<file path="src/rtl/vol_ramp_pkg.sv">
package vol_ramp_pkg;
  localparam int unsigned NUM_CH = 2;
  localparam int unsigned CH_LEFT = 0;
  localparam int unsigned CH_RIGHT = 1;
endpackage

</file>
<file path="src/rtl/vr_step_calc.sv">
module vr_step_calc #(
  parameter int unsigned IW = 5,
  parameter int unsigned NWP = 6,
  parameter logic [NWP-1:0][IW-1:0] WAYPTS = '0
) (
  input  logic [IW-1:0] cur_i,
  input  logic [IW-1:0] tgt_i,
  output logic [IW-1:0] nxt_o
);
  always_comb begin
    logic [IW-1:0] nxt;
    nxt = tgt_i;
    for (int i = 0; i < NWP; i++) begin
      if (tgt_i > cur_i) begin
        if (WAYPTS[i] > cur_i && WAYPTS[i] < nxt) nxt = WAYPTS[i];
      end else if (tgt_i < cur_i) begin
        if (WAYPTS[i] < cur_i && WAYPTS[i] > nxt) nxt = WAYPTS[i];
      end
    end
    nxt_o = nxt;
  end
endmodule

</file>
<file path="src/rtl/vr_chan.sv">
module vr_chan #(
  parameter int unsigned IW = 5,
  parameter int unsigned NWP = 6,
  parameter logic [NWP-1:0][IW-1:0] WAYPTS = '0,
  parameter logic [IW-1:0] MUTE_IDX = '1
) (
  input  logic          clk_i,
  input  logic          rst_ni,
  input  logic          load_i,
  input  logic [IW-1:0] tgt_i,
  input  logic          issue_i,
  output logic [IW-1:0] cur_o,
  output logic          pend_o
);
  logic [IW-1:0] cur_q, tgt_q, nxt, tgt_clamped;

  assign tgt_clamped = (tgt_i > MUTE_IDX) ? MUTE_IDX : tgt_i;

  vr_step_calc #(.IW(IW), .NWP(NWP), .WAYPTS(WAYPTS)) i_step (
    .cur_i(cur_q),
    .tgt_i(tgt_q),
    .nxt_o(nxt)
  );

  // power-up state is mute on both current and target
  always_ff @(posedge clk_i or negedge rst_ni) begin
    if (!rst_ni) begin
      cur_q <= MUTE_IDX;
      tgt_q <= MUTE_IDX;
    end else begin
      if (load_i) tgt_q <= tgt_clamped;
      if (issue_i) cur_q <= nxt;
    end
  end

  assign cur_o  = cur_q;
  assign pend_o = (cur_q != tgt_q);

  a_r3_atten_step: assert property (@(posedge clk_i) disable iff (!rst_ni)
    (issue_i && tgt_q > cur_q) |=> (cur_q > $past(cur_q) && cur_q <= $past(tgt_q)));

  a_r4_release_step: assert property (@(posedge clk_i) disable iff (!rst_ni)
    (issue_i && tgt_q < cur_q) |=> (cur_q < $past(cur_q) && cur_q >= $past(tgt_q)));

  a_r6_cur_stable: assert property (@(posedge clk_i) disable iff (!rst_ni)
    !issue_i |=> cur_q == $past(cur_q));

  a_r2_tgt_in_grid: assert property (@(posedge clk_i) disable iff (!rst_ni)
    load_i |=> tgt_q <= MUTE_IDX);
endmodule

</file>
<file path="src/rtl/vr_beat_ctrl.sv">
module vr_beat_ctrl (
  input  logic clk_i,
  input  logic rst_ni,
  input  logic pend_i,
  input  logic ack_i,
  output logic issue_o,
  output logic valid_o,
  output logic busy_o
);
  logic valid_q;

  assign issue_o = !valid_q && pend_i;

  always_ff @(posedge clk_i or negedge rst_ni) begin
    if (!rst_ni)               valid_q <= 1'b0;
    else if (issue_o)          valid_q <= 1'b1;
    else if (valid_q && ack_i) valid_q <= 1'b0;
  end

  assign valid_o = valid_q;
  assign busy_o  = valid_q || pend_i;

  a_r6_hold_valid: assert property (@(posedge clk_i) disable iff (!rst_ni)
    (valid_q && !ack_i) |=> valid_q);

  a_r6_drop_valid: assert property (@(posedge clk_i) disable iff (!rst_ni)
    (valid_q && ack_i) |=> !valid_q);

  a_r6_beat_follows_issue: assert property (@(posedge clk_i) disable iff (!rst_ni)
    issue_o |=> valid_q);
endmodule

</file>
<file path="src/rtl/vol_ramp_seq.sv">
module vol_ramp_seq #(
  parameter int unsigned NLEVELS = 25,
  parameter int unsigned IW = 5,
  parameter int unsigned NWP = 6,
  parameter logic [NWP-1:0][IW-1:0] WAYPTS = {5'd24, 5'd23, 5'd16, 5'd10, 5'd5, 5'd0}
) (
  input  logic          clk_i,
  input  logic          rst_ni,
  input  logic          start_i,
  input  logic [IW-1:0] tgt_left_i,
  input  logic [IW-1:0] tgt_right_i,
  input  logic          ack_i,
  output logic [IW-1:0] cur_left_o,
  output logic [IW-1:0] cur_right_o,
  output logic          valid_o,
  output logic          busy_o
);
  import vol_ramp_pkg::*;

  localparam logic [IW-1:0] MUTE_IDX = IW'(NLEVELS - 1);

  logic [NUM_CH-1:0][IW-1:0] tgt_in, cur;
  logic [NUM_CH-1:0]         pend;
  logic                      issue;

  assign tgt_in[CH_LEFT]  = tgt_left_i;
  assign tgt_in[CH_RIGHT] = tgt_right_i;

  for (genvar c = 0; c < NUM_CH; c++) begin : g_ch
    vr_chan #(.IW(IW), .NWP(NWP), .WAYPTS(WAYPTS), .MUTE_IDX(MUTE_IDX)) i_chan (
      .clk_i  (clk_i),
      .rst_ni (rst_ni),
      .load_i (start_i),
      .tgt_i  (tgt_in[c]),
      .issue_i(issue),
      .cur_o  (cur[c]),
      .pend_o (pend[c])
    );
  end

  vr_beat_ctrl i_beat (
    .clk_i  (clk_i),
    .rst_ni (rst_ni),
    .pend_i (|pend),
    .ack_i  (ack_i),
    .issue_o(issue),
    .valid_o(valid_o),
    .busy_o (busy_o)
  );

  assign cur_left_o  = cur[CH_LEFT];
  assign cur_right_o = cur[CH_RIGHT];

  a_r8_idle_is_quiet: assert property (@(posedge clk_i) disable iff (!rst_ni)
    (!busy_o && !start_i) |=> (!busy_o && $stable(cur_left_o) && $stable(cur_right_o)));
endmodule

</file>
<file path="config.mk">
export PLATFORM = sky130hd
export DESIGN_NAME = vol_ramp_seq
export DESIGN_NICKNAME = d
export VERILOG_FILES = /design/src/rtl/vol_ramp_pkg.sv /design/src/rtl/vr_step_calc.sv /design/src/rtl/vr_chan.sv /design/src/rtl/vr_beat_ctrl.sv /design/src/rtl/vol_ramp_seq.sv
export SDC_FILE = /design/constraint.sdc
export NUM_CORES = 1
export LEC_CHECK = 0
export BUFFER_PORTS_ARGS = -buffer_cell sky130_fd_sc_hd__clkbuf_2
export CELL_PAD_IN_SITES_DETAIL_PLACEMENT = 0
export CELL_PAD_IN_SITES_GLOBAL_PLACEMENT = 1
export CORE_ASPECT_RATIO = 1.75
export CORE_MARGIN = 3
export CORE_UTILIZATION = 45
export DETAILED_ROUTE_END_ITERATION = 7
export PLACE_DENSITY_LB_ADDON = 0.1
export SKIP_CTS_REPAIR_TIMING = 1
export SYNTH_ARGS = -nofsm -noshare
export SYNTH_HDL_FRONTEND = slang
export SYNTH_SLANG_ARGS = --single-unit
</file>
<file path="constraint.sdc">
create_clock -name clk_i -period 7.2 [get_ports clk_i]
set_input_delay 0.36 -clock clk_i [delete_from_list [all_inputs] [get_ports clk_i]]
set_output_delay 0.36 -clock clk_i [all_outputs]
set_load 0.05 [all_outputs]
</file>
### Word level (Yosys, flattened, before mapping)

Cells that the tools add are included.

* logic and storage cells: 143
* output and inout port bits: 12
* register bits: 21

* reductions and logical operators: 30
* order comparisons: 54
* muxes and demuxes: 52
* equality and inequality tests: 2

Operator list (count)
* 2-to-1 mux 5 bit: 50
* > comparator 5 bit (first input constant): 12
* < comparator 5 bit (first input constant): 12
* logical AND 1 bit: 26
* > comparator 1 x 5 -> 1 bit (first input constant): 4
* > comparator 3 x 5 -> 1 bit (first input constant): 4
* > comparator 4 x 5 -> 1 bit (first input constant): 4
* < comparator 1 x 5 -> 1 bit (first input constant): 4
* < comparator 3 x 5 -> 1 bit (first input constant): 4
* < comparator 4 x 5 -> 1 bit (first input constant): 4
* > comparator 5 bit: 2
* > comparator 5 bit (second input constant): 2
* < comparator 5 bit: 2
* != test 5 bit: 2
* 2-to-1 mux 1 bit: 2
* nonzero test 2 bit: 1
* OR reduction 2 bit: 1
* zero test 1 bit: 1
* logical OR 1 bit: 1

### Depth between registers and ports, before layout

Gate-level depths: netlist (run 1).

* depth in word-level cells: 30
* mapped depth: 12
* mapped depth without buffers: 10

### Hierarchy

Synthesis (run 1) repeated with hierarchy kept, for this count alone.

* cell total of the unflattened synthesis: 245
* area total of the unflattened synthesis: 2050.7 um^2

By module, submodules not included
* vr_step_calc: area an instance 546.8 um^2, sequential area each 0.0 um^2, instances 2, cells each 85
* vr_chan: area an instance 451.7 um^2, sequential area each 255.2 um^2, instances 2, cells each 35
* vr_beat_ctrl: area an instance 47.5 um^2, sequential area each 25.0 um^2, instances 1, cells each 4
* vol_ramp_seq: area an instance 6.3 um^2, sequential area each 0.0 um^2, instances 1, cells each 1

### Worst setup path after synthesis (run 1)

No wires, ideal clock.

* kind: register to register
* from: register g_ch[1].i_chan.cur_q[4]
* to: register g_ch[1].i_chan.cur_q[2]
* data arrival time: 2920 ps
* slack: 4173 ps
* required time: 7093 ps
* path buffers: 1
* stages on the path, launching flop included: 11
* cell sequence: dfstp_2 buf_2 inv_1 ha_1 and4_1 a221o_2 and2_4 a32oi_2 o311ai_2 a31o_2 a2111oi_4

* longest elaborated chain between the ends: 30

RTL lines
* from (decl): line vr_chan.sv:15 `logic [IW-1:0] cur_q, tgt_q, nxt, tgt_clamped;`
* from (signal assigned): line vr_chan.sv:32 `if (issue_i) cur_q <= nxt;`
* < comparator 1 x 5 -> 1 bit: line vr_step_calc.sv:17 `if (WAYPTS[i] < cur_i && WAYPTS[i] > nxt) nxt = WAYPTS[i];`
* logical AND 1 bit: line vr_step_calc.sv:17
* 2-to-1 mux 5 bit: line vr_step_calc.sv:17
* 2-to-1 mux 5 bit: line vr_step_calc.sv:16 `end else if (tgt_i < cur_i) begin`
* 2-to-1 mux 5 bit: line vr_step_calc.sv:14 `if (tgt_i > cur_i) begin`
* > comparator 3 x 5 -> 1 bit: line vr_step_calc.sv:17
* logical AND 1 bit: line vr_step_calc.sv:17
* 2-to-1 mux 5 bit: line vr_step_calc.sv:17
* (+14 left out)
* 2-to-1 mux 5 bit: line vr_step_calc.sv:17
* 2-to-1 mux 5 bit: line vr_step_calc.sv:16
* 2-to-1 mux 5 bit: line vr_step_calc.sv:14
* > comparator 5 bit: line vr_step_calc.sv:17
* logical AND 1 bit: line vr_step_calc.sv:17
* 2-to-1 mux 5 bit: line vr_step_calc.sv:17
* 2-to-1 mux 5 bit: line vr_step_calc.sv:16
* 2-to-1 mux 5 bit: line vr_step_calc.sv:14

Parallel ways exist; a longest one is shown, timed or not.
A chain may end at the register's enable or synchronous reset.

### Worst setup path in the final report (run 1)

Ends and elaborated chain as after synthesis.

==> results of run 1 <==
[cells in the mapped netlist, types with 2 or more instances]
cell                       instances
sky130_fd_sc_hd__a21oi_1          13
sky130_fd_sc_hd__and3_1            2
sky130_fd_sc_hd__buf_2             2
sky130_fd_sc_hd__clkbuf_1          7
sky130_fd_sc_hd__dfrtp_1          13
sky130_fd_sc_hd__dfstp_2           8
sky130_fd_sc_hd__ha_1             10
sky130_fd_sc_hd__inv_1            14
sky130_fd_sc_hd__mux2_2            4
sky130_fd_sc_hd__nand2_1          17
sky130_fd_sc_hd__nand2b_1          2
sky130_fd_sc_hd__nand3_1          15
sky130_fd_sc_hd__nand4_1           4
sky130_fd_sc_hd__nor2_1           26
sky130_fd_sc_hd__nor2b_1           2
sky130_fd_sc_hd__nor3_1            7
sky130_fd_sc_hd__nor3b_1           2
sky130_fd_sc_hd__nor4_1            5
sky130_fd_sc_hd__o211ai_1          3
sky130_fd_sc_hd__o21ai_0          22
sky130_fd_sc_hd__o21ai_1           4
sky130_fd_sc_hd__o41a_1            3
sky130_fd_sc_hd__or2_2             2
sky130_fd_sc_hd__or3_1             2
sky130_fd_sc_hd__or4_1             2
[state kept, by name (all words and copies together) (netlist names)]
| signal | cells |
|---|---|
| g_ch.i_chan.cur_o | 10 |
| i_beat.valid_o | 1 |
| g_ch.i_chan.tgt_q | 10 |
[worst register-to-register path, stage by stage, from the launching register on]
cell                        delay [ns]
sky130_fd_sc_hd__dfstp_2          0.62
sky130_fd_sc_hd__inv_1            0.11
sky130_fd_sc_hd__ha_1             0.31
sky130_fd_sc_hd__and4_1           0.21
sky130_fd_sc_hd__a221o_2          0.46
sky130_fd_sc_hd__and2_4           0.20
sky130_fd_sc_hd__a32oi_2          0.25
sky130_fd_sc_hd__o311ai_2         0.20
sky130_fd_sc_hd__a31o_2           0.32
sky130_fd_sc_hd__a2111oi_4        0.26
[layer usage]
metal | GRT usage | wire length [um] | vias up
met2 | 0.497 | 3200 | 59
met4 | 0.107 | 197 | 0
met3 | 0.0200 | 144 | 16
met1 | 0.232 | 1860 | 884
met5 | 0 | 0 | -
li1 | - | - | 868
[stage by stage]
stage               worst slack [ns]  area (sq um)
detailed placement              4.15          1920
CTS                             4.13          1970
finish                          4.14          1970
global route                    4.00          1970
floorplan                       4.17          1770
global placement                4.14          1920
[final timing paths]
kind,end,slack [ns],cells after the start
worst min-delay path,i_beat.valid_o$_DFFE_PN0P_,0.07,1
worst max register to register,g_ch[1].i_chan.cur_o[2]$_DFFE_PN0P_,4.14,9
min in group clk_i,i_beat.valid_o$_DFFE_PN0P_,0.28,2
max in group asynchronous,g_ch[0].i_chan.tgt_q[3]$_DFFE_PN1P_,6.76,1
worst min register to register,i_beat.valid_o$_DFFE_PN0P_,0.53,1
worst max-delay path,g_ch[1].i_chan.cur_o[2]$_DFFE_PN0P_,4.14,9
[cell type report]
cell class                 instances  area [sq um]  share of cell area
clock inverter                     1          5.00             0.00254
inverter                          15          56.3              0.0286
tap                               46          57.6              0.0293
multi-input combinational        177          1150               0.583
sequential                        21           536               0.272
timing repair buffer              25           125              0.0636
clock buffer                       3          41.3              0.0210
[kinds of logic (layout without fill, tap and decap cells)]
kind of cell / after synthesis / count (layout)
and+or+nand+nor: 95 / 95
muxes: 4 / 4
AOI/OAI and AO/OA: 68 / 68
DFF: 21 / 21
buffers and inverters: 24 / 44
adders and majority gates: 10 / 10
[report_power, final]
| group | internal (mW) | switching (mW) |
|---|---|---|
| clock | 0.0385 | 0.0375 |
| combinational | 0.171 | 0.335 |
| sequential | 0.160 | 0.0799 |
==> flow_results.xml, run 1 <==
<?xml version="1.0" encoding="UTF-8"?>
<metrics>
  <group name="grt">
    <metric name="grt_pass1_wl" unit="mm">8.51</metric>
    <metric name="globalRouteTotalUtil" unit="">0.245</metric>
    <metric name="globalRoute.totalOverflow" unit="">0</metric>
    <metric name="antenna_found_initial" unit="">0</metric>
    <metric name="grt_pass1_vias" unit="">1801</metric>
    <metric name="grt_start_max_net_pins" unit="">22</metric>
  </group>
  <group name="synth">
    <metric name="post_synth_top_flop" unit="">sky130_fd_sc_hd__dfrtp_1</metric>
    <metric name="yosys-mux-area-fraction" unit="">0.0254</metric>
    <metric name="ff_latch_count_synth" unit="">21</metric>
    <metric name="syn-num-nets" unit="">246</metric>
    <metric name="number_of_enable_type_register_cells_in_the_synthesized_netlist" unit="">0</metric>
    <metric name="yosys.area.top_type_share" unit="">0.183</metric>
    <metric name="syn_inst" unit="">222</metric>
    <metric name="combinational_family_with_the_most_area_after_synthesis" unit="">compound AO/OA/AOI/OAI gates</metric>
    <metric name="synth.yosys.warnings" unit="">0</metric>
    <metric name="synthDistinctLibCells" unit="">56</metric>
    <metric name="ys_top_cells_by_area" unit="">sky130_fd_sc_hd__dfrtp_1 (18%), sky130_fd_sc_hd__dfstp_2 (12%), sky130_fd_sc_hd__ha_1 (7.1%), sky130_fd_sc_hd__o21ai_0 (6.2%), sky130_fd_sc_hd__nor2_1 (5.5%)</metric>
    <metric name="avgSynthCellArea" unit="sq um">7.99</metric>
    <metric name="netlist_area_pre_place" unit="sq um">1770</metric>
    <metric name="yosys.area_share.adder" unit="">0.0705</metric>
    <metric name="async_flop_share" unit="">1.00</metric>
    <metric name="yosys.area.top_type" unit="">sky130_fd_sc_hd__dfrtp_1</metric>
    <metric name="synth-compound-area-share" unit="">0.281</metric>
    <metric name="synth-xor-area-share" unit="">0</metric>
    <metric name="seq_area_frac_synth" unit="">0.302</metric>
    <metric name="synth_simple_gate_area_share" unit="">0.269</metric>
  </group>
  <group name="pwr">
    <metric name="total_leakage_power" unit="nW">0.840</metric>
    <metric name="design_power_total" unit="uW">822</metric>
    <metric name="pwr_density_cell" unit="nW/um^2">418</metric>
    <metric name="maximum_ir_drop_on_the_vdd_rail" unit="mV">0.237</metric>
  </group>
  <group name="clock_network">
    <metric name="clk_latency" unit="ns">0.26</metric>
    <metric name="clk_transition_reported_paths" unit="ns">0.08</metric>
    <metric name="cts.sink_count" unit="">21</metric>
    <metric name="htree_num_levels" unit="">1</metric>
    <metric name="cts-buffers-inserted" unit="">3</metric>
    <metric name="cts_buffer_depth" unit="">2</metric>
    <metric name="clock_tree_from_tritoncts" unit="">built</metric>
    <metric name="clock-root-buffer" unit="">sky130_fd_sc_hd__clkbuf_8</metric>
  </group>
  <group name="sta">
    <metric name="finalCritPeriodShare" unit="">0.425</metric>
    <metric name="final.min_clock_period" unit="ns">3.06</metric>
    <metric name="timing.final.setup_violations" unit="">0</metric>
    <metric name="timing.hold.ws" unit="ns">0.0717</metric>
    <metric name="unrepaired_setup_endpoints_after_global_routing" unit="">no</metric>
    <metric name="clock_skew" unit="ns">0.00202</metric>
    <metric name="worstMarginPinSlew" unit="ns">0.761</metric>
    <metric name="endpoints_failing_hold" unit="">0</metric>
    <metric name="final_max_slew_viol_count" unit="">0</metric>
    <metric name="worst_slew_margin_rel" unit="">0.491</metric>
    <metric name="fmaxAchievable" unit="MHz">327</metric>
    <metric name="tns" unit="ns">0</metric>
  </group>
  <group name="finish">
    <metric name="final_common_cell" unit="">sky130_fd_sc_hd__nor2_1</metric>
    <metric name="fin_nets" unit="">267</metric>
    <metric name="final_layout_size_suffix_gt1_frac" unit="">0.236</metric>
    <metric name="finalNonFillerCells" unit="">288</metric>
    <metric name="flow.area_growth_from_synthesis" unit="%">10.9</metric>
    <metric name="n_fill_cell" unit="">380</metric>
    <metric name="diode_insertion_count_for_antenna_repair" unit="">0</metric>
    <metric name="final_core_occ" unit="">0.531</metric>
    <metric name="most-common-layout-cells" unit="">sky130_fd_sc_hd__nor2_1 (26), sky130_fd_sc_hd__clkbuf_2 (25), sky130_fd_sc_hd__o21ai_0 (22)</metric>
  </group>
  <group name="place">
    <metric name="gpl.final_weighted_congestion" unit="">0.860</metric>
    <metric name="dp_cells" unit="">284</metric>
    <metric name="placement.io_buffers" unit="">25</metric>
    <metric name="dp_hpwl" unit="mm">4.34</metric>
  </group>
  <group name="setup_path">
    <metric name="cp_data_required_time" unit="ns">7.36</metric>
    <metric name="critical_path.endpoint_type" unit="">flop</metric>
    <metric name="slowest_stage_cell_cp" unit="">sky130_fd_sc_hd__dfstp_2</metric>
    <metric name="critPathTopFamily" unit="">compound AO/OA/AOI/OAI gates</metric>
    <metric name="path_buf_inv" unit="">1</metric>
    <metric name="startpoint_type" unit="">flop</metric>
    <metric name="critPathMaxStageDelay" unit="ns">0.62</metric>
    <metric name="arrival" unit="ns">3.22</metric>
    <metric name="timing_worst_setup_path_type" unit="">flop to flop</metric>
    <metric name="critical_path.cell_chain" unit="">inv_1, ha_1, and4_1, a221o_2, and2_4, a32oi_2, o311ai_2, a31o_2, a2111oi_4</metric>
    <metric name="worstPathMaxFanout" unit="">9</metric>
    <metric name="reg_to_reg_critical_path_startpoint" unit="">g_ch[1].i_chan.cur_o[4]$_DFFE_PN1P_</metric>
    <metric name="setup.worst_path.start" unit="">g_ch[1].i_chan.cur_o[4]$_DFFE_PN1P_</metric>
  </group>
  <group name="worst_hold_path">
    <metric name="worst_min_delay_path_class" unit="">primary input to asynchronous set/reset pin</metric>
  </group>
  <group name="drt">
    <metric name="wire_per_inst" unit="um">18.7</metric>
    <metric name="finalWirelength" unit="mm">5.40</metric>
    <metric name="drc_errors" unit="">0</metric>
    <metric name="detailedRoute.firstIterationViolations" unit="">100</metric>
    <metric name="detail_route.first_pass.iterations" unit="">4</metric>
    <metric name="antenna_violating_nets_post_route" unit="">0</metric>
    <metric name="routed-via-count" unit="">1827</metric>
    <metric name="vias_per_cell" unit="">6.34</metric>
  </group>
  <group name="floorplanning">
    <metric name="rows" unit="">29</metric>
    <metric name="die_h" unit="um">89.1</metric>
    <metric name="floorplan.initialDensity" unit="">0.479</metric>
    <metric name="top_level_ports" unit="">26</metric>
    <metric name="design.die.area" unit="sq um">4760</metric>
    <metric name="core-area" unit="sq um">3700</metric>
    <metric name="die_width" unit="um">53.5</metric>
  </group>
  <group name="job">
    <metric name="drv_cap" unit="">0</metric>
  </group>
  <group name="outcome">
    <metric name="status" unit="">completed</metric>
  </group>
</metrics>
No activity file was read; power rests on OpenSTA's default activity.
==> inputs of run 2 (changes only) <==
--- a/config.mk
+++ b/config.mk
@@ -10,7 +10,7 @@
 export CELL_PAD_IN_SITES_GLOBAL_PLACEMENT = 1
 export CORE_ASPECT_RATIO = 1.75
 export CORE_MARGIN = 3
-export CORE_UTILIZATION = 45
+export CORE_UTILIZATION = 42
 export DETAILED_ROUTE_END_ITERATION = 7
 export PLACE_DENSITY_LB_ADDON = 0.1
 export SKIP_CTS_REPAIR_TIMING = 1
==> constraint.sdc (replaced) <==
create_clock -name clk_i -period 2.95 [get_ports clk_i]
set_input_delay 0.1475 -clock clk_i [delete_from_list [all_inputs] [get_ports clk_i]]
set_output_delay 0.1475 -clock clk_i [all_outputs]
set_load 0.05 [all_outputs]
==> run 2 against run 1 <==
  * First-iteration DRC count down 11%
  * Non-clock buffer count up 24
  * Worst hold slack worse by 0.0038 ns
  * Clock power rose to 2.5 times the previous value
  * Sequential cell count unchanged
  * Sequential share of layout area down 2.5 points
  * Fmax up 9.2%
  * Largest power group unchanged
==> flow_results.xml, run 2 (synthesis gave the netlist of run 1 again) <==
<?xml version="1.0" encoding="UTF-8"?>
<metrics>
  <group name="outcome">
    <metric name="status" unit="">completed</metric>
  </group>
  <group name="floorplanning">
    <metric name="design.die.area" unit="sq um">5070</metric>
    <metric name="rows" unit="">30</metric>
    <metric name="core-area" unit="sq um">3980</metric>
    <metric name="top_level_ports" unit="">26</metric>
    <metric name="die_h" unit="um">92.0</metric>
    <metric name="floorplan.initialDensity" unit="">0.446</metric>
    <metric name="die_width" unit="um">55.1</metric>
  </group>
  <group name="worst_hold_path">
    <metric name="hold_path.startpoint" unit="">ack_i</metric>
    <metric name="min_delay_path_depth" unit="">2</metric>
    <metric name="timing.hold.worst_endpoint" unit="">i_beat.valid_o$_DFFE_PN0P_</metric>
    <metric name="worst_min_delay_path_class" unit="">primary input to flop</metric>
  </group>
  <group name="grt">
    <metric name="grt_pass1_vias" unit="">1907</metric>
    <metric name="antenna_found_initial" unit="">0</metric>
    <metric name="grt_start_max_net_pins" unit="">22</metric>
    <metric name="grt_pass1_wl" unit="mm">9.09</metric>
    <metric name="globalRoute.totalOverflow" unit="">0</metric>
    <metric name="globalRouteTotalUtil" unit="">0.244</metric>
  </group>
  <group name="finish">
    <metric name="multi_input_comb_area" unit="sq um">1160</metric>
    <metric name="final_common_cell" unit="">sky130_fd_sc_hd__nor2_1</metric>
    <metric name="n_fill_cell" unit="">414</metric>
    <metric name="final_layout_size_suffix_gt1_frac" unit="">0.312</metric>
    <metric name="fin_nets" unit="">291</metric>
    <metric name="diode_insertion_count_for_antenna_repair" unit="">0</metric>
    <metric name="regArea" unit="sq um">536</metric>
    <metric name="finalNonFillerCells" unit="">314</metric>
    <metric name="flow.area_growth_from_synthesis" unit="%">22.2</metric>
    <metric name="most-common-layout-cells" unit="">sky130_fd_sc_hd__nor2_1 (26), sky130_fd_sc_hd__clkbuf_2 (25), sky130_fd_sc_hd__buf_4 (23)</metric>
  </group>
  <group name="sta">
    <metric name="timing.final.setup_violations" unit="">0</metric>
    <metric name="fmaxAchievable" unit="MHz">356</metric>
    <metric name="worst_slew_margin_rel" unit="">0.642</metric>
    <metric name="final.min_clock_period" unit="ns">2.81</metric>
    <metric name="clock_skew" unit="ns">0.00544</metric>
    <metric name="finalCritPeriodShare" unit="">0.951</metric>
    <metric name="endpoints_failing_hold" unit="">0</metric>
    <metric name="worstMarginPinSlew" unit="ns">0.538</metric>
    <metric name="final_max_slew_viol_count" unit="">0</metric>
    <metric name="tns" unit="ns">0</metric>
  </group>
  <group name="pwr">
    <metric name="total_leakage_power" unit="nW">0.960</metric>
    <metric name="maximum_ir_drop_on_the_vdd_rail" unit="mV">0.746</metric>
    <metric name="design_power_total" unit="mW">2.19</metric>
    <metric name="pwr_density_cell" unit="nW/um^2">1010</metric>
  </group>
  <group name="setup_path">
    <metric name="startpoint_type" unit="">flop</metric>
    <metric name="critical_path.endpoint_type" unit="">flop</metric>
    <metric name="worst_case_reg_to_reg_path_depth" unit="">10</metric>
    <metric name="reg2reg_to" unit="">g_ch[0].i_chan.cur_o[1]$_DFFE_PN0P_</metric>
    <metric name="timing_worst_setup_path_type" unit="">flop to flop</metric>
    <metric name="cp_data_required_time" unit="ns">3.13</metric>
    <metric name="r2r_setup_slack" unit="ns">0.14</metric>
    <metric name="worstPathMaxFanout" unit="">5</metric>
    <metric name="reg_to_reg_critical_path_startpoint" unit="">g_ch[0].i_chan.cur_o[3]$_DFFE_PN1P_</metric>
    <metric name="arrival" unit="ns">2.99</metric>
  </group>
  <group name="clock_network">
    <metric name="clock-root-buffer" unit="">sky130_fd_sc_hd__clkbuf_8</metric>
    <metric name="cts.sink_count" unit="">21</metric>
    <metric name="cts-buffers-inserted" unit="">3</metric>
    <metric name="clock_tree_from_tritoncts" unit="">built</metric>
    <metric name="clk_transition_reported_paths" unit="ns">0.08</metric>
    <metric name="cts_buffer_depth" unit="">2</metric>
    <metric name="clk_latency" unit="ns">0.26</metric>
    <metric name="htree_num_levels" unit="">1</metric>
  </group>
  <group name="drt">
    <metric name="finalWirelength" unit="mm">5.66</metric>
    <metric name="wire_per_inst" unit="um">18.0</metric>
    <metric name="antenna_violating_nets_post_route" unit="">0</metric>
    <metric name="detailedRoute.firstIterationViolations" unit="">89</metric>
    <metric name="vias_per_cell" unit="">6.14</metric>
    <metric name="routed-via-count" unit="">1927</metric>
    <metric name="detail_route.first_pass.iterations" unit="">4</metric>
    <metric name="drc_errors" unit="">0</metric>
  </group>
  <group name="place">
    <metric name="dp_cells" unit="">309</metric>
    <metric name="placement.io_buffers" unit="">25</metric>
    <metric name="dp_hpwl" unit="mm">4.46</metric>
    <metric name="gpl.final_weighted_congestion" unit="">0.959</metric>
  </group>
  <group name="job">
    <metric name="drv_cap" unit="">0</metric>
  </group>
</metrics>
run 2: final cells by class:
class                      instances  area share
tap                               48      0.0277
clock buffer                       3      0.0190
timing repair buffer              49       0.142
sequential                        21       0.247
inverter                          15      0.0260
clock inverter                     1     0.00231
multi-input combinational        177       0.536
run 2: stage by stage:
step                       util  hold slack, ns  area (sq um)  setup WS (ns)
after floorplan               -          -0.148          1780         0.0109
after global placement    0.527           0.153          2100        -0.0180
after detailed placement  0.527           0.155          2100         0.0437
after CTS                 0.538          -0.132          2140         0.0123
after global routing      0.545          0.0836          2170        -0.0335
final                     0.545          0.0678          2170          0.144
run 2: where the power goes:
part           internal [mW]  total [mW]  switching [mW]
clock                 0.0941       0.191          0.0971
sequential             0.389       0.452          0.0632
combinational          0.563        1.55           0.988
total                   1.05        2.19            1.15
run 2: routing by layer:
metal,part of all wire,vias up,GRT usage
li1,-,912,-
met1,0.34,921,0.247
met2,0.57,71,0.458
met3,0.028,23,0.0211
met4,0.055,0,0.112
met5,0,-,0
run 2: worst max-delay path: stages, from the launching register on:
cell                       delay, ns
sky130_fd_sc_hd__dfstp_2        0.53
sky130_fd_sc_hd__inv_1          0.11
sky130_fd_sc_hd__ha_1           0.32
sky130_fd_sc_hd__a21o_1         0.19
sky130_fd_sc_hd__a21oi_2        0.19
sky130_fd_sc_hd__nand2_1        0.16
sky130_fd_sc_hd__nor3_2         0.34
sky130_fd_sc_hd__o31ai_2        0.15
sky130_fd_sc_hd__o31ai_2        0.34
sky130_fd_sc_hd__o211ai_1       0.24
sky130_fd_sc_hd__o211ai_1       0.16
run 2: how the worst max path moves through the flow:
stage | cells after the start | end | from | slack (ns)
floorplan | 11 | g_ch[1].i_chan.cur_o[2]$_DFFE_PN0P_ | g_ch[1].i_chan.cur_o[4]$_DFFE_PN1P_ | 0.01
CTS | 10 | g_ch[0].i_chan.cur_o[2]$_DFFE_PN0P_ | g_ch[0].i_chan.cur_o[3]$_DFFE_PN1P_ | 0.01
global placement | 10 | g_ch[0].i_chan.cur_o[2]$_DFFE_PN0P_ | g_ch[0].i_chan.cur_o[3]$_DFFE_PN1P_ | -0.02
detailed placement | 10 | g_ch[0].i_chan.cur_o[2]$_DFFE_PN0P_ | g_ch[0].i_chan.cur_o[3]$_DFFE_PN1P_ | 0.04
global route | 10 | g_ch[0].i_chan.cur_o[1]$_DFFE_PN0P_ | g_ch[0].i_chan.cur_o[3]$_DFFE_PN1P_ | -0.03
finish | 10 | g_ch[0].i_chan.cur_o[1]$_DFFE_PN0P_ | g_ch[0].i_chan.cur_o[3]$_DFFE_PN1P_ | 0.14
==> inputs of run 3 (changes only) <==
--- a/config.mk
+++ b/config.mk
@@ -13,6 +13,7 @@
 export CORE_UTILIZATION = 42
 export DETAILED_ROUTE_END_ITERATION = 7
 export PLACE_DENSITY_LB_ADDON = 0.1
+export RECOVER_POWER = 50
 export SKIP_CTS_REPAIR_TIMING = 1
 export SYNTH_ARGS = -nofsm -noshare
 export SYNTH_HDL_FRONTEND = slang
==> run 3 against run 2 <==
  * Global-route usage did not move
  * Critical path depth unchanged
  * Worst setup slack got worse by 0.0053 ns
  * Final area is 0.40% lower
  * Routed wire length shrank 0.78%
  * Via count shrank 1.5%
  * Clock-buffer cell count unchanged
  * Register-to-register slack about the same
==> flow_results.xml, run 3 (synthesis gave the netlist of run 1 again) <==
<?xml version="1.0" encoding="UTF-8"?>
<metrics>
  <group name="finish">
    <metric name="most-common-layout-cells" unit="">sky130_fd_sc_hd__nor2_1 (26), sky130_fd_sc_hd__clkbuf_2 (24), sky130_fd_sc_hd__o21ai_0 (22)</metric>
    <metric name="final_layout_size_suffix_gt1_frac" unit="">0.301</metric>
    <metric name="fin_nets" unit="">291</metric>
    <metric name="final_area" unit="sq um">2160</metric>
    <metric name="n_fill_cell" unit="">419</metric>
    <metric name="diode_insertion_count_for_antenna_repair" unit="">0</metric>
    <metric name="final_common_cell" unit="">sky130_fd_sc_hd__nor2_1</metric>
    <metric name="flow.area_growth_from_synthesis" unit="%">21.7</metric>
  </group>
  <group name="drt">
    <metric name="routed-via-count" unit="">1899</metric>
    <metric name="antenna_violating_nets_post_route" unit="">0</metric>
    <metric name="drc_errors" unit="">0</metric>
    <metric name="wire_per_inst" unit="um">17.9</metric>
    <metric name="detail_route.first_pass.iterations" unit="">4</metric>
    <metric name="finalWirelength" unit="mm">5.62</metric>
    <metric name="vias_per_cell" unit="">6.05</metric>
    <metric name="detailedRoute.firstIterationViolations" unit="">76</metric>
  </group>
  <group name="floorplanning">
    <metric name="die_h" unit="um">92.0</metric>
    <metric name="die_width" unit="um">55.1</metric>
    <metric name="top_level_ports" unit="">26</metric>
    <metric name="floorplan.initialDensity" unit="">0.446</metric>
    <metric name="core-area" unit="sq um">3980</metric>
    <metric name="design.die.area" unit="sq um">5070</metric>
    <metric name="rows" unit="">30</metric>
  </group>
  <group name="clock_network">
    <metric name="clk_transition_reported_paths" unit="ns">0.08</metric>
    <metric name="cts-buffers-inserted" unit="">3</metric>
    <metric name="cts_buffer_depth" unit="">2</metric>
    <metric name="cts.sink_count" unit="">21</metric>
    <metric name="clk_latency" unit="ns">0.26</metric>
    <metric name="clock-root-buffer" unit="">sky130_fd_sc_hd__clkbuf_8</metric>
    <metric name="clock_tree_from_tritoncts" unit="">built</metric>
    <metric name="htree_num_levels" unit="">1</metric>
  </group>
  <group name="grt">
    <metric name="antenna_found_initial" unit="">0</metric>
    <metric name="globalRouteTotalUtil" unit="">0.244</metric>
    <metric name="globalRoute.totalOverflow" unit="">0</metric>
    <metric name="grt_start_max_net_pins" unit="">22</metric>
    <metric name="grt_pass1_vias" unit="">1907</metric>
    <metric name="grt_pass1_wl" unit="mm">9.09</metric>
  </group>
  <group name="sta">
    <metric name="endpoints_failing_hold" unit="">0</metric>
    <metric name="tns" unit="ns">0</metric>
    <metric name="worstMarginPinSlew" unit="ns">1.16</metric>
    <metric name="fmaxAchievable" unit="MHz">356</metric>
    <metric name="timing.final.setup_violations" unit="">0</metric>
    <metric name="final.min_clock_period" unit="ns">2.81</metric>
    <metric name="worst_slew_margin_rel" unit="">0.224</metric>
    <metric name="finalCritPeriodShare" unit="">0.953</metric>
    <metric name="final_max_slew_viol_count" unit="">0</metric>
    <metric name="clock_skew" unit="ns">0.00376</metric>
  </group>
  <group name="place">
    <metric name="dp_hpwl" unit="mm">4.46</metric>
    <metric name="placement.io_buffers" unit="">25</metric>
    <metric name="gpl.final_weighted_congestion" unit="">0.959</metric>
    <metric name="detailed_place.area" unit="sq um">2100</metric>
  </group>
  <group name="outcome">
    <metric name="status" unit="">completed</metric>
  </group>
  <group name="setup_path">
    <metric name="timing_worst_setup_path_type" unit="">flop to flop</metric>
    <metric name="cp_data_required_time" unit="ns">3.13</metric>
    <metric name="startpoint_type" unit="">flop</metric>
    <metric name="arrival" unit="ns">2.99</metric>
    <metric name="critical_path.endpoint_type" unit="">flop</metric>
    <metric name="worstPathMaxFanout" unit="">5</metric>
  </group>
  <group name="job">
    <metric name="drv_cap" unit="">0</metric>
  </group>
  <group name="pwr">
    <metric name="total_leakage_power" unit="nW">0.949</metric>
    <metric name="maximum_ir_drop_on_the_vdd_rail" unit="mV">0.744</metric>
    <metric name="pwr_density_cell" unit="nW/um^2">1010</metric>
    <metric name="design_power_total" unit="mW">2.18</metric>
  </group>
  <group name="worst_hold_path">
    <metric name="worst_min_delay_path_class" unit="">primary input to flop</metric>
  </group>
</metrics>
[run 3: cell types whose count changed in the layout (fill, tap and decap cells not counted)]
| cell | delta |
|---|---|
| sky130_fd_sc_hd__clkbuf_1 | +3 |
| sky130_fd_sc_hd__buf_4 | -2 |
| sky130_fd_sc_hd__clkbuf_2 | -1 |
[run 3: final timing paths]
kind	from	end	slack [ns]	depth (start not counted)
setup / recovery	g_ch[0].i_chan.cur_o[3]$_DFFE_PN1P_	g_ch[0].i_chan.cur_o[1]$_DFFE_PN0P_	0.14	10
hold / removal	ack_i	i_beat.valid_o$_DFFE_PN0P_	0.07	2
setup reg to reg	g_ch[0].i_chan.cur_o[3]$_DFFE_PN1P_	g_ch[0].i_chan.cur_o[1]$_DFFE_PN0P_	0.14	10
hold reg to reg	i_beat.valid_o$_DFFE_PN0P_	i_beat.valid_o$_DFFE_PN0P_	0.54	1
min in group asynchronous	rst_ni	g_ch[1].i_chan.cur_o[1]$_DFFE_PN0P_	0.63	2
max in group asynchronous	rst_ni	g_ch[0].i_chan.tgt_q[0]$_DFFE_PN0P_	1.63	2
[run 3: worst max-delay path, stage by stage (launching register included)]
cell and delay, ns:
sky130_fd_sc_hd__dfstp_2 0.53, sky130_fd_sc_hd__inv_1 0.10, sky130_fd_sc_hd__ha_1 0.32, sky130_fd_sc_hd__a21o_1 0.19, sky130_fd_sc_hd__a21oi_2 0.18, sky130_fd_sc_hd__nand2_1 0.16
sky130_fd_sc_hd__nor3_2 0.35, sky130_fd_sc_hd__o31ai_2 0.15, sky130_fd_sc_hd__o31ai_2 0.34, sky130_fd_sc_hd__o211ai_1 0.24, sky130_fd_sc_hd__o211ai_1 0.16
[run 3: metrics by stage]
step           setup WS (ns)  hold WS, ns  std cells   util
5_1_grt              -0.0335       0.0836        314  0.543
3_5_place_dp          0.0437        0.155        309  0.527
6_report               0.139       0.0684        314  0.543
2_1_floorplan         0.0109       -0.148        222      -
3_3_place_gp         -0.0180        0.153        309  0.527
4_1_cts               0.0123       -0.132        313  0.538
[run 3: cell type report]
class                      instances  area (sq um)  area share
inverter                          15          56.3      0.0261
clock buffer                       3          41.3      0.0191
sequential                        21           536       0.248
tap                               48          60.1      0.0278
multi-input combinational        177          1160       0.538
timing repair buffer              49           299       0.138
clock inverter                     1          5.00     0.00232
[run 3: layer usage]
layer | global-route usage | vias up | routed length, um
met1 | 0.247 | 901 | 1930
met5 | 0 | - | 0
met3 | 0.0211 | 24 | 140
li1 | - | 912 | -
met2 | 0.458 | 62 | 3230
met4 | 0.112 | 0 | 317
[run 3: power breakdown]
group	switching (mW)	internal, mW
sequential	0.0633	0.389
combinational	0.980	0.561
clock	0.0960	0.0941
